## src/rtl/irq_cause_pkg.sv

```systemverilog
package irq_cause_pkg;

    // Word index of each register, bits [4:2] of the byte address.
    typedef enum logic [2:0] {
        REG_MODE  = 3'd0,
        REG_CAUSE = 3'd1,
        REG_PEND  = 3'd2,
        REG_FORCE = 3'd3,
        REG_MASK  = 3'd4,
        REG_MSET  = 3'd5,
        REG_MCLR  = 3'd6
    } reg_sel_e;

    localparam int unsigned IDX_W = 3;

    typedef struct packed {
        logic mode_we;
        logic cause_w1c;
        logic force_we;
        logic mask_we;
        logic mset_we;
        logic mclr_we;
        logic rd_cause;
        logic rd_pend;
    } bus_strobe_t;

    typedef struct packed {
        logic cause;
        logic mode;
        logic mask;
    } bit_state_t;

endpackage

```

## src/rtl/irq_reg_decode.sv

```systemverilog
module irq_reg_decode
    import irq_cause_pkg::*;
#(
    parameter int unsigned ADDR_W = 5
) (
    input  logic [ADDR_W-1:0] addr_i,
    input  logic              wr_en_i,
    input  logic              rd_en_i,
    output bus_strobe_t       stb_o,
    output logic [IDX_W-1:0]  idx_o,
    output logic              hit_o
);
    localparam int unsigned LOW_W = IDX_W + 2;

    logic upper_ok;
    logic [IDX_W-1:0] idx;

    generate
        if (ADDR_W > LOW_W) begin : g_upper
            assign upper_ok = ~|addr_i[ADDR_W-1:LOW_W];
        end else begin : g_noupper
            assign upper_ok = 1'b1;
        end
    endgenerate

    assign idx   = addr_i[LOW_W-1:2];
    assign idx_o = idx;

    always_comb begin
        hit_o = upper_ok && (addr_i[1:0] == 2'b00) && (idx != 3'd7);
        stb_o = '0;
        stb_o.mode_we   = wr_en_i && hit_o && (idx == REG_MODE);
        stb_o.cause_w1c = wr_en_i && hit_o && ((idx == REG_CAUSE) || (idx == REG_PEND));
        stb_o.force_we  = wr_en_i && hit_o && (idx == REG_FORCE);
        stb_o.mask_we   = wr_en_i && hit_o && (idx == REG_MASK);
        stb_o.mset_we   = wr_en_i && hit_o && (idx == REG_MSET);
        stb_o.mclr_we   = wr_en_i && hit_o && (idx == REG_MCLR);
        stb_o.rd_cause  = rd_en_i && hit_o && (idx == REG_CAUSE);
        stb_o.rd_pend   = rd_en_i && hit_o && (idx == REG_PEND);
    end

endmodule

```

## src/rtl/irq_cause_bit.sv

```systemverilog
module irq_cause_bit
    import irq_cause_pkg::*;
(
    input  logic clk,
    input  logic rst_n,
    input  logic evt_i,
    input  logic force_i,
    input  logic w1c_i,
    input  logic rd_all_i,
    input  logic rd_pend_i,
    input  logic mode_we_i,
    input  logic mode_wd_i,
    input  logic mask_we_i,
    input  logic mask_wd_i,
    input  logic mset_i,
    input  logic mclr_i,
    output logic cause_o,
    output logic mode_o,
    output logic mask_o
);
    bit_state_t s_d, s_q;

    always_comb begin
        logic set_v, pend_v, clr_v;
        s_d    = s_q;
        set_v  = evt_i || force_i;
        pend_v = s_q.cause && !s_q.mask;
        clr_v  = (!s_q.mode && w1c_i)
              || (s_q.mode && rd_all_i)
              || (s_q.mode && rd_pend_i && pend_v);
        s_d.cause = set_v || (s_q.cause && !clr_v);
        if (mode_we_i) s_d.mode = mode_wd_i;
        if (mask_we_i)   s_d.mask = mask_wd_i;
        else if (mset_i) s_d.mask = 1'b1;
        else if (mclr_i) s_d.mask = 1'b0;
    end

    always_ff @(posedge clk or negedge rst_n) begin
        if (!rst_n) s_q <= '{cause: 1'b0, mode: 1'b0, mask: 1'b1};
        else        s_q <= s_d;
    end

    assign cause_o = s_q.cause;
    assign mode_o  = s_q.mode;
    assign mask_o  = s_q.mask;

    // a set in the same cycle as any clear leaves the bit at 1
    p_set_wins_r9: assert property (@(posedge clk) disable iff (!rst_n)
        (evt_i || force_i) |=> cause_o);

    // in clear-on-read mode only a read can drop the bit
    p_cor_write_r4: assert property (@(posedge clk) disable iff (!rst_n)
        (s_q.mode && !rd_all_i && !rd_pend_i) |=> !$fell(cause_o));

    // in write-one-to-clear mode only a write of 1 can drop the bit
    p_w1c_read_r3: assert property (@(posedge clk) disable iff (!rst_n)
        (!s_q.mode && !w1c_i) |=> !$fell(cause_o));

    // a pending read leaves a masked bit alone
    p_pend_masked_r5: assert property (@(posedge clk) disable iff (!rst_n)
        (rd_pend_i && !rd_all_i && s_q.mask) |=> !$fell(cause_o));

endmodule

```

## src/rtl/irq_cause_ctrl.sv

```systemverilog
module irq_cause_ctrl
    import irq_cause_pkg::*;
#(
    parameter int unsigned NUM_SRC = 32,
    parameter int unsigned ADDR_W  = 5
) (
    input  logic               clk,
    input  logic               rst_n,
    input  logic [ADDR_W-1:0]  addr_i,
    input  logic               wr_en_i,
    input  logic [NUM_SRC-1:0] wr_data_i,
    input  logic               rd_en_i,
    output logic [NUM_SRC-1:0] rd_data_o,
    input  logic [NUM_SRC-1:0] evt_i,
    output logic               irq_o
);
    typedef struct packed {
        logic [NUM_SRC-1:0] rdata;
        logic               irq;
    } top_state_t;

    bus_strobe_t        stb;
    logic [IDX_W-1:0]   idx;
    logic               hit;
    logic [NUM_SRC-1:0] cause_q, mode_q, mask_q, pend;
    top_state_t         t_d, t_q;

    irq_reg_decode #(.ADDR_W(ADDR_W)) u_dec (
        .addr_i  (addr_i),
        .wr_en_i (wr_en_i),
        .rd_en_i (rd_en_i),
        .stb_o   (stb),
        .idx_o   (idx),
        .hit_o   (hit)
    );

    generate
        for (genvar i = 0; i < NUM_SRC; i++) begin : g_src
            irq_cause_bit u_bit (
                .clk       (clk),
                .rst_n     (rst_n),
                .evt_i     (evt_i[i]),
                .force_i   (stb.force_we  && wr_data_i[i]),
                .w1c_i     (stb.cause_w1c && wr_data_i[i]),
                .rd_all_i  (stb.rd_cause),
                .rd_pend_i (stb.rd_pend),
                .mode_we_i (stb.mode_we),
                .mode_wd_i (wr_data_i[i]),
                .mask_we_i (stb.mask_we),
                .mask_wd_i (wr_data_i[i]),
                .mset_i    (stb.mset_we && wr_data_i[i]),
                .mclr_i    (stb.mclr_we && wr_data_i[i]),
                .cause_o   (cause_q[i]),
                .mode_o    (mode_q[i]),
                .mask_o    (mask_q[i])
            );
        end
    endgenerate

    assign pend = cause_q & ~mask_q;

    always_comb begin
        logic [NUM_SRC-1:0] rv;
        rv = '0;
        if (hit) begin
            case (idx)
                REG_MODE:  rv = mode_q;
                REG_CAUSE: rv = cause_q;
                REG_PEND:  rv = pend;
                REG_MASK, REG_MSET, REG_MCLR: rv = mask_q;
                default:   rv = '0;
            endcase
        end
        t_d.rdata = rd_en_i ? rv : '0;
        t_d.irq   = |pend;
    end

    always_ff @(posedge clk or negedge rst_n) begin
        if (!rst_n) t_q <= '0;
        else        t_q <= t_d;
    end

    assign rd_data_o = t_q.rdata;
    assign irq_o     = t_q.irq;

    // an unmasked cause raises the line one cycle later
    p_irq_rise_r10: assert property (@(posedge clk) disable iff (!rst_n)
        (|(cause_q & ~mask_q)) |=> irq_o);

    // with nothing pending the line is low one cycle later
    p_irq_low_r10: assert property (@(posedge clk) disable iff (!rst_n)
        !(|(cause_q & ~mask_q)) |=> !irq_o);

    // unmapped or unaligned reads return zero
    p_unmapped_r11: assert property (@(posedge clk) disable iff (!rst_n)
        (rd_en_i && !hit) |=> (rd_data_o == '0));

    // the force register reads as zero
    p_force_read_r7: assert property (@(posedge clk) disable iff (!rst_n)
        (rd_en_i && hit && (idx == REG_FORCE)) |=> (rd_data_o == '0));

endmodule

```

## config.mk

```make
export PLATFORM = sky130hd
export DESIGN_NAME = irq_cause_ctrl
export DESIGN_NICKNAME = d
export VERILOG_FILES = /design/src/rtl/irq_cause_pkg.sv /design/src/rtl/irq_reg_decode.sv /design/src/rtl/irq_cause_bit.sv /design/src/rtl/irq_cause_ctrl.sv
export SDC_FILE = /design/constraint.sdc
export NUM_CORES = 1
export LEC_CHECK = 0
export CAP_MARGIN = 15
export CORE_UTILIZATION = 56
export CTS_CLUSTER_DIAMETER = 120
export CTS_CLUSTER_SIZE = 40
export DETAILED_ROUTE_END_ITERATION = 10
export GPL_TIMING_DRIVEN = 0
export PLACE_DENSITY_LB_ADDON = 0.1
export SLEW_MARGIN = 20
export SYNTH_ARGS = -nofsm -noshare
export SYNTH_HDL_FRONTEND = slang
export SYNTH_HIERARCHICAL = 1
export SYNTH_SLANG_ARGS = --single-unit
```

## constraint.sdc

```tcl
create_clock -name clk -period 1.7 [get_ports clk]
set_clock_uncertainty 0.05 [all_clocks]
set_input_delay 0.34 -clock clk [delete_from_list [all_inputs] [get_ports clk]]
set_output_delay 0.34 -clock clk [all_outputs]
set_load 0.01 [all_outputs]
```

==> results.tsv, run 1 <==
stage	metric	value	unit
pwr	swShare	30.4	%
final_layout	num_antenna_cells	0	
worst_setup_path	crit_slowest_cell	clkdlybuf4s50_1	
timing	slew_headroom	52.1	%
worst_setup_path	crit_type	flop to primary output	
worst_setup_path	cpLargestDelayFamily	buffers and inverters	
pwr	p_per_area	960	mW/mm^2
clocking	cts_root_buffer	clkbuf_16	
die	ios	106	
place	place.gp.congestion	0.881	
logic_synthesis	ys_ff_latch	129	
place	place_ws	-1.65	ns
route	drt_iter0_drc	835	
route	avgRoutedWirePerCell	20.7	um
route	vias	7252	
pwr	p_leak	0.00426	uW
clocking	cts_buffer_depth	2	
timing	post-route-min-period	1.67	ns
pwr	switchingPower	2990	uW
pwr	total_power	9850	uW
final_layout	area_delta_synth_final	31.0	%
worst_setup_path	critPathRequiredTime	1.31	ns
place	place_hpwl	15.9	mm
run_status	outcome	completed	
die	die_h	120	um
logic_synthesis	synthCells	841	
global_routing	gr-total-overflow	0	
pwr	peakVddDrop	0.000670	V
timing	fin_tns_setup	0	ns
route	routed_wl	24.4	mm
logic_synthesis	synth_warnings	6	
hold_path	min_path_type	input pin to async pin	
flow_run	maxCapViolCount	0	
global_routing	grt_pass1_wl	38.6	mm
logic_synthesis	synth.distinct_cells	38	
worst_setup_path	cp_max_fo	1	
clocking	cts.clk_slew.worst_paths	0.05	ns
global_routing	grt_max_degree	66	
route	dr.pass1.iters	5	
worst_setup_path	crit_chain	clkdlybuf4s50_1	
timing	final_max_slew_viol_count	0	
pwr	seqPwrFrac	43.5	%
global_routing	grt_pass1_vias	7479	
die	num_rows	42	
clocking	h-tree-depth	4	
timing	timing.fmax	598	MHz
timing	tightest_slew	0.719	ns
worst_setup_path	critPathCaptureType	primary output	
die	core_area	0.0135	sq mm
worst_setup_path	critPathBufInv	1	
worst_setup_path	worstPathArrival	1.28	ns
timing	setup_viol	0	
route	detail-route-antenna-nets	0	
route	via_per_inst	6.15	
clocking	cts_tree	yes	
timing	finalWorstSetupSlack	0.0273	ns
logic_synthesis	mappedNetlistArea	0.00784	sq mm
die	start_util	58.2	%
route	drc	0	
timing	fin_crit_sh	98.4	%
logic_synthesis	syn_avg_cell_area	9.32	sq um
clocking	cts_buffers	17	
worst_setup_path	critPathMaxStageDelay	0.53	ns
die	die_area	0.0145	sq mm
timing	hold_ws	0.408	ns
final_layout	fin_nets	1063	
pwr	power.internal	6860	uW
die	die_w	120	um
final_layout	drive_gt1_share	19.3	%
timing	rsz0062_at_grt	true	
clocking	cts_sinks	129	
pwr	combPwrFrac	21.8	%
timing	hold_viol	0	
pwr	pwr-share-clk	34.7	%
logic_synthesis	yosysSeqAreaShare	41.7	%
global_routing	track_usage	35.2	%
logic_synthesis	syn_nets	914	
worst_setup_path	critical_path.startpoint_type	flop	
global_routing	antenna_found_initial	0	
place	portBuffers	104	
clocking	clk-insertion-delay-late	0.43	ns
## cell families (layout without fill, tap and decap cells)
family	after synthesis	count (layout)	synth area share [%]
and+or+nand+nor	352	352	24.2
AOI/OAI and AO/OA	205	205	20.2
DFF	129	129	41.7
buffers and inverters	90	252	5.11
muxes	64	64	8.69
xor gates and xnor gates	1	1	0.112
## area by class of cell
class / instances / area [sq um]
buffer: 40 / 279
clock buffer: 26 / 489
clock inverter: 6 / 55.1
fill: 921 / 3190
inverter: 50 / 188
multi-input combinational: 622 / 4370
sequential: 129 / 3270
tap: 176 / 220
timing repair buffer: 130 / 1390
## layout by cell type (no fill, tap or decap), types with 10 or more instances in the layout
cell,count
buf_2,11
o21ai_1,64
inv_1,50
dfstp_2,32
nor2_1,48
mux2i_1,32
nand2b_1,32
nand2_1,64
buf_4,19
dfrtp_1,97
a221oi_2,15
clkbuf_1,10
clkbuf_2,11
clkdlybuf4s50_1,86
nand3_1,33
a311oi_1,17
clkbuf_16,17
and2_1,128
or2_1,16
mux2_1,28
nor2b_1,15
a211oi_2,32
a211oi_1,16
a21oi_1,48
## path summary, 6_finish.rpt
path	cells past startpoint	startpoint	end	slack [ns]
worst max-delay path	1	rd_data_o[24]	rd_data_o[24]	0.03
worst min-delay path	2	rst_n	g_src[26].u_bit/cause_o	0.41
worst max register to register	4	g_src[26].u_bit/mask_o	irq_o	0.04
min in group clk	5	addr_i[2]	g_src[2].u_bit/mask_o	0.42
worst min register to register	2	g_src[14].u_bit/mask_o	rd_data_o[14]	0.48
max in group asynchronous	3	rst_n	g_src[23].u_bit/mask_o	0.43
## per-stage QoR
| step | instance area [sq um] | utilization [%] | instances |
|---|---|---|---|
| after floorplan | 7900 | - | 841 |
| after global placement | 9170 | 68.1 | 1121 |
| after detailed placement | 9350 | 69.5 | 1133 |
| after CTS | 10200 | 75.6 | 1177 |
| after global routing | 10300 | 76.3 | 1179 |
| final | 10300 | 76.3 | 1179 |
## state kept, by name, indices dropped and copies added, names as in the netlist
register             flops
g_src.u_bit/mode_o      32
g_src.u_bit/cause_o     32
rd_data_o               32
g_src.u_bit/mask_o      32
irq_o                    1
## power by group through the flow
stage                     sequential (uW)  combinational (uW)  clock, uW
after detailed placement             4290                2010          0
final                                4280                2150       3420
after floorplan                      4140                1370          0
after CTS                            4250                2080       3430
after global placement               4240                1890          0
after global routing                 4360                2340       3560
## Yosys cell counts (all sizes together)
| cell type | n | area share, % |
|---|---|---|
| and2 | 128 | 10 |
| dfrtp | 97 | 31 |
| nand2 | 66 | 3.2 |
| o21ai | 64 | 4.1 |
| inv | 50 | 2.4 |
| a211oi | 48 | 6.6 |
| a21oi | 48 | 3.1 |
| nor2 | 48 | 2.3 |
| nand2b | 33 | 2.6 |
| nand3 | 33 | 2.1 |
| dfstp | 32 | 11 |
| mux2 | 32 | 4.6 |
| mux2i | 32 | 4.1 |
| clkbuf | 23 | 1.1 |
| a311oi | 17 | 1.9 |
| buf | 17 | 1.6 |
| nor2b | 17 | 1.5 |
| a221oi | 16 | 2.9 |
| or2 | 16 | 1.3 |
| nor3 | 5 | 0.32 |
| a2111o | 4 | 0.57 |
| a2111oi | 4 | 0.53 |
| a22o | 4 | 0.45 |
| nor4 | 2 | 0.16 |
| nand4 | 1 | 0.080 |
| nor4b | 1 | 0.19 |
| or3 | 1 | 0.080 |
| or3b | 1 | 0.11 |
| xnor2 | 1 | 0.11 |
## layer usage
metal	track usage (%)	up-vias	part of all wire [%]
met1	43.9	3544	40
met2	57.2	391	48
li1	-	3233	-
met3	7.64	84	8.4
met4	18.8	0	4.1
met5	0	-	0
## worst reg2reg max path, delay by kind of cell, from the launching register on
| kind | cells | cell delay [ns] |
|---|---|---|
| compound gates | 2 | 0.70 |
| flops | 1 | 0.57 |
| simple gates | 2 | 0.21 |
## repair_timing
action,4_1_cts,5_1_grt
endpoints found under the hold margin,54,0
gates cloned,1,0
resized for setup,65,32
setup endpoints to repair,132,85
pin swaps,7,1
setup buffers,10,2
hold buffers,1,0
Power figures use the tool's default switching activity.
==> run 2, diff against run 1 <==
--- a/config.mk
+++ b/config.mk
@@ -6,7 +6,7 @@
 export NUM_CORES = 1
 export LEC_CHECK = 0
 export CAP_MARGIN = 15
-export CORE_UTILIZATION = 56
+export CORE_UTILIZATION = 35
 export CTS_CLUSTER_DIAMETER = 120
 export CTS_CLUSTER_SIZE = 40
 export DETAILED_ROUTE_END_ITERATION = 10
==> run 2 against run 1 <==
  * The flow now finishes with violations (negative setup slack)
  * Sequential cell count unchanged
  * Fmax decreased by 5.7%
  * Hold slack improved by 0.022 ns
  * Clock power increased by 14%
  * Combinational power about the same
  * Wire length increased by 2.8%
  * Via count decreased by 7.1%
  * Sequential power about the same
  * Largest power group unchanged
  * Highest routed layer unchanged
==> results.tsv, run 2 (synthesis gave the netlist of run 1 again) <==
stage	metric	value	unit
run_status	outcome	finished with violations	
run_status	violations	negative setup slack	
pwr	switchingPower	3120	uW
worst_setup_path	crit-reg2reg-launch	g_src[22].u_bit/mask_o	
global_routing	antenna_found_initial	1	
place	place_hpwl	17.3	mm
clocking	cts_buffer_depth	2	
flow_run	maxCapViolCount	0	
timing	finalWorstSetupSlack	-0.0745	ns
clocking	cts_root_buffer	clkbuf_16	
final_layout	area_delta_synth_final	35.1	%
global_routing	grt_pass1_wl	38.8	mm
place	portBuffers	104	
pwr	p_per_area	976	mW/mm^2
route	dr.pass1.iters	5	
worst_setup_path	rr_endpoint	irq_o	
timing	fin_tns_setup	-0.0745	ns
clocking	h-tree-depth	4	
pwr	seqPwrFrac	41.2	%
clocking	cts.clk_slew.worst_paths	0.06	ns
route	drc	0	
die	ios	106	
timing	tightest_slew	0.676	ns
final_layout	fin_nets	1074	
die	die_w	152	um
pwr	peakVddDrop	0.000636	V
route	vias	6739	
pwr	swShare	30.2	%
worst_setup_path	critPathRequiredTime	1.90	ns
clocking	cts_sinks	129	
timing	fin_crit_sh	104	%
worst_setup_path	critical_path.startpoint_type	flop	
global_routing	track_usage	22.9	%
worst_setup_path	crit_type	flop to flop	
hold_path	min_path_type	input pin to async pin	
die	start_util	35.8	%
clocking	clk-insertion-delay-late	0.42	ns
timing	final_max_slew_viol_count	0	
clocking	cts_tree	yes	
timing	hold_viol	0	
place	place_area	0.00953	sq mm
timing	post-route-min-period	1.77	ns
timing	rsz0062_at_grt	true	
final_layout	num_antenna_cells	0	
die	core_area	0.0219	sq mm
final_layout	drive_gt1_share	21.5	%
route	via_per_inst	5.21	
route	detail-route-antenna-nets	0	
final_layout	final_cell_mix	128 x and2_1, 97 x dfrtp_1, 77 x clkdlybuf4s50_1	
die	num_rows	54	
die	die_h	152	um
route	avgRoutedWirePerCell	19.4	um
timing	slew_headroom	54.9	%
final_layout	fin_area	0.0106	sq mm
route	routed_wl	25.1	mm
timing	timing.fmax	564	MHz
worst_setup_path	r2r_setup_slack	-0.07	ns
route	drt_iter0_drc	425	
clocking	cts_buffers	17	
pwr	power.internal	7210	uW
timing	setup_viol	1	
place	place.gp.congestion	0.803	
pwr	pwr-share-clk	37.9	%
timing	hold_ws	0.430	ns
final_layout	utilization	48.3	%
pwr	combPwrFrac	20.9	%
worst_setup_path	cp_max_fo	4	
global_routing	grt_pass1_vias	6589	
final_layout	final_common_cell	and2_1	
global_routing	gr-total-overflow	0	
worst_setup_path	worstPathArrival	1.97	ns
pwr	p_leak	0.00452	uW
worst_setup_path	critPathCaptureType	flop	
worst_setup_path	reg2reg_depth	4	
global_routing	grt_max_degree	70	
die	die_area	0.0230	sq mm
[run 2: power by group through the flow]
| stage | clock (uW) | combinational [uW] | sequential [uW] |
|---|---|---|---|
| 2_1_floorplan | 0 | 1370 | 4140 |
| 6_report | 3910 | 2160 | 4260 |
| 3_3_place_gp | 0 | 1970 | 4300 |
| 4_1_cts | 3960 | 2150 | 4250 |
| 5_1_grt | 4090 | 2380 | 4340 |
| 3_5_place_dp | 0 | 2020 | 4300 |
[run 2: routing by layer]
layer	global-route usage, %	routed length, um
met1	32.1	11900
met4	5.45	290
met2	36.9	11800
met3	3.38	1170
met5	0	0
[run 2: what timing repair did]
| item | CTS | global route |
|---|---|---|
| pin swaps | 8 | 4 |
| hold buffers | 1 | 0 |
| endpoints found under the setup margin | 131 | 92 |
| gates cloned | 1 | 0 |
| buffers inserted | 19 | 4 |
| endpoints found under the hold margin | 57 | 0 |
| gates resized for setup | 76 | 37 |
[run 2: critical path, stage by stage, from the launching register on]
cell	delay [ns]
dfstp_2	0.56
nor2b_2	0.06
a2111o_1	0.43
a2111oi_4	0.31
nand4_1	0.20
[run 2: through the flow]
stage               std cells  worst slack, ns  total power, uW
floorplan                 841           -0.513             5510
global placement         1225            -5.39             6270
detailed placement       1240            -1.88             6320
CTS                      1291          -0.0608            10400
global route             1294          -0.0850            10800
finish                   1294          -0.0745            10300
[run 2: layout make-up]
type / count / area (sq um)
plain buffers: 40 / 298
clock buffers: 20 / 467
clock inverters: 12 / 156
fillers: 2092 / 11300
inverters: 50 / 188
multi-input cells: 622 / 4380
flip-flops and latches: 129 / 3270
well taps: 280 / 350
repair buffers: 141 / 1480
[run 2: how the worst max path moves through the flow]
stage	startpoint	endpoint	slack, ns	depth (start not counted)
after floorplan	addr_i[1]	g_src[0].u_bit/mask_o	-0.51	3
after global placement	rst_n	g_src[17].u_bit/mode_o	-5.39	1
after detailed placement	addr_i[4]	g_src[25].u_bit/cause_o	-1.88	8
after CTS	g_src[13].u_bit/mask_o	irq_o	-0.06	4
after global routing	g_src[13].u_bit/mask_o	irq_o	-0.09	4
final	g_src[22].u_bit/mask_o	irq_o	-0.07	4
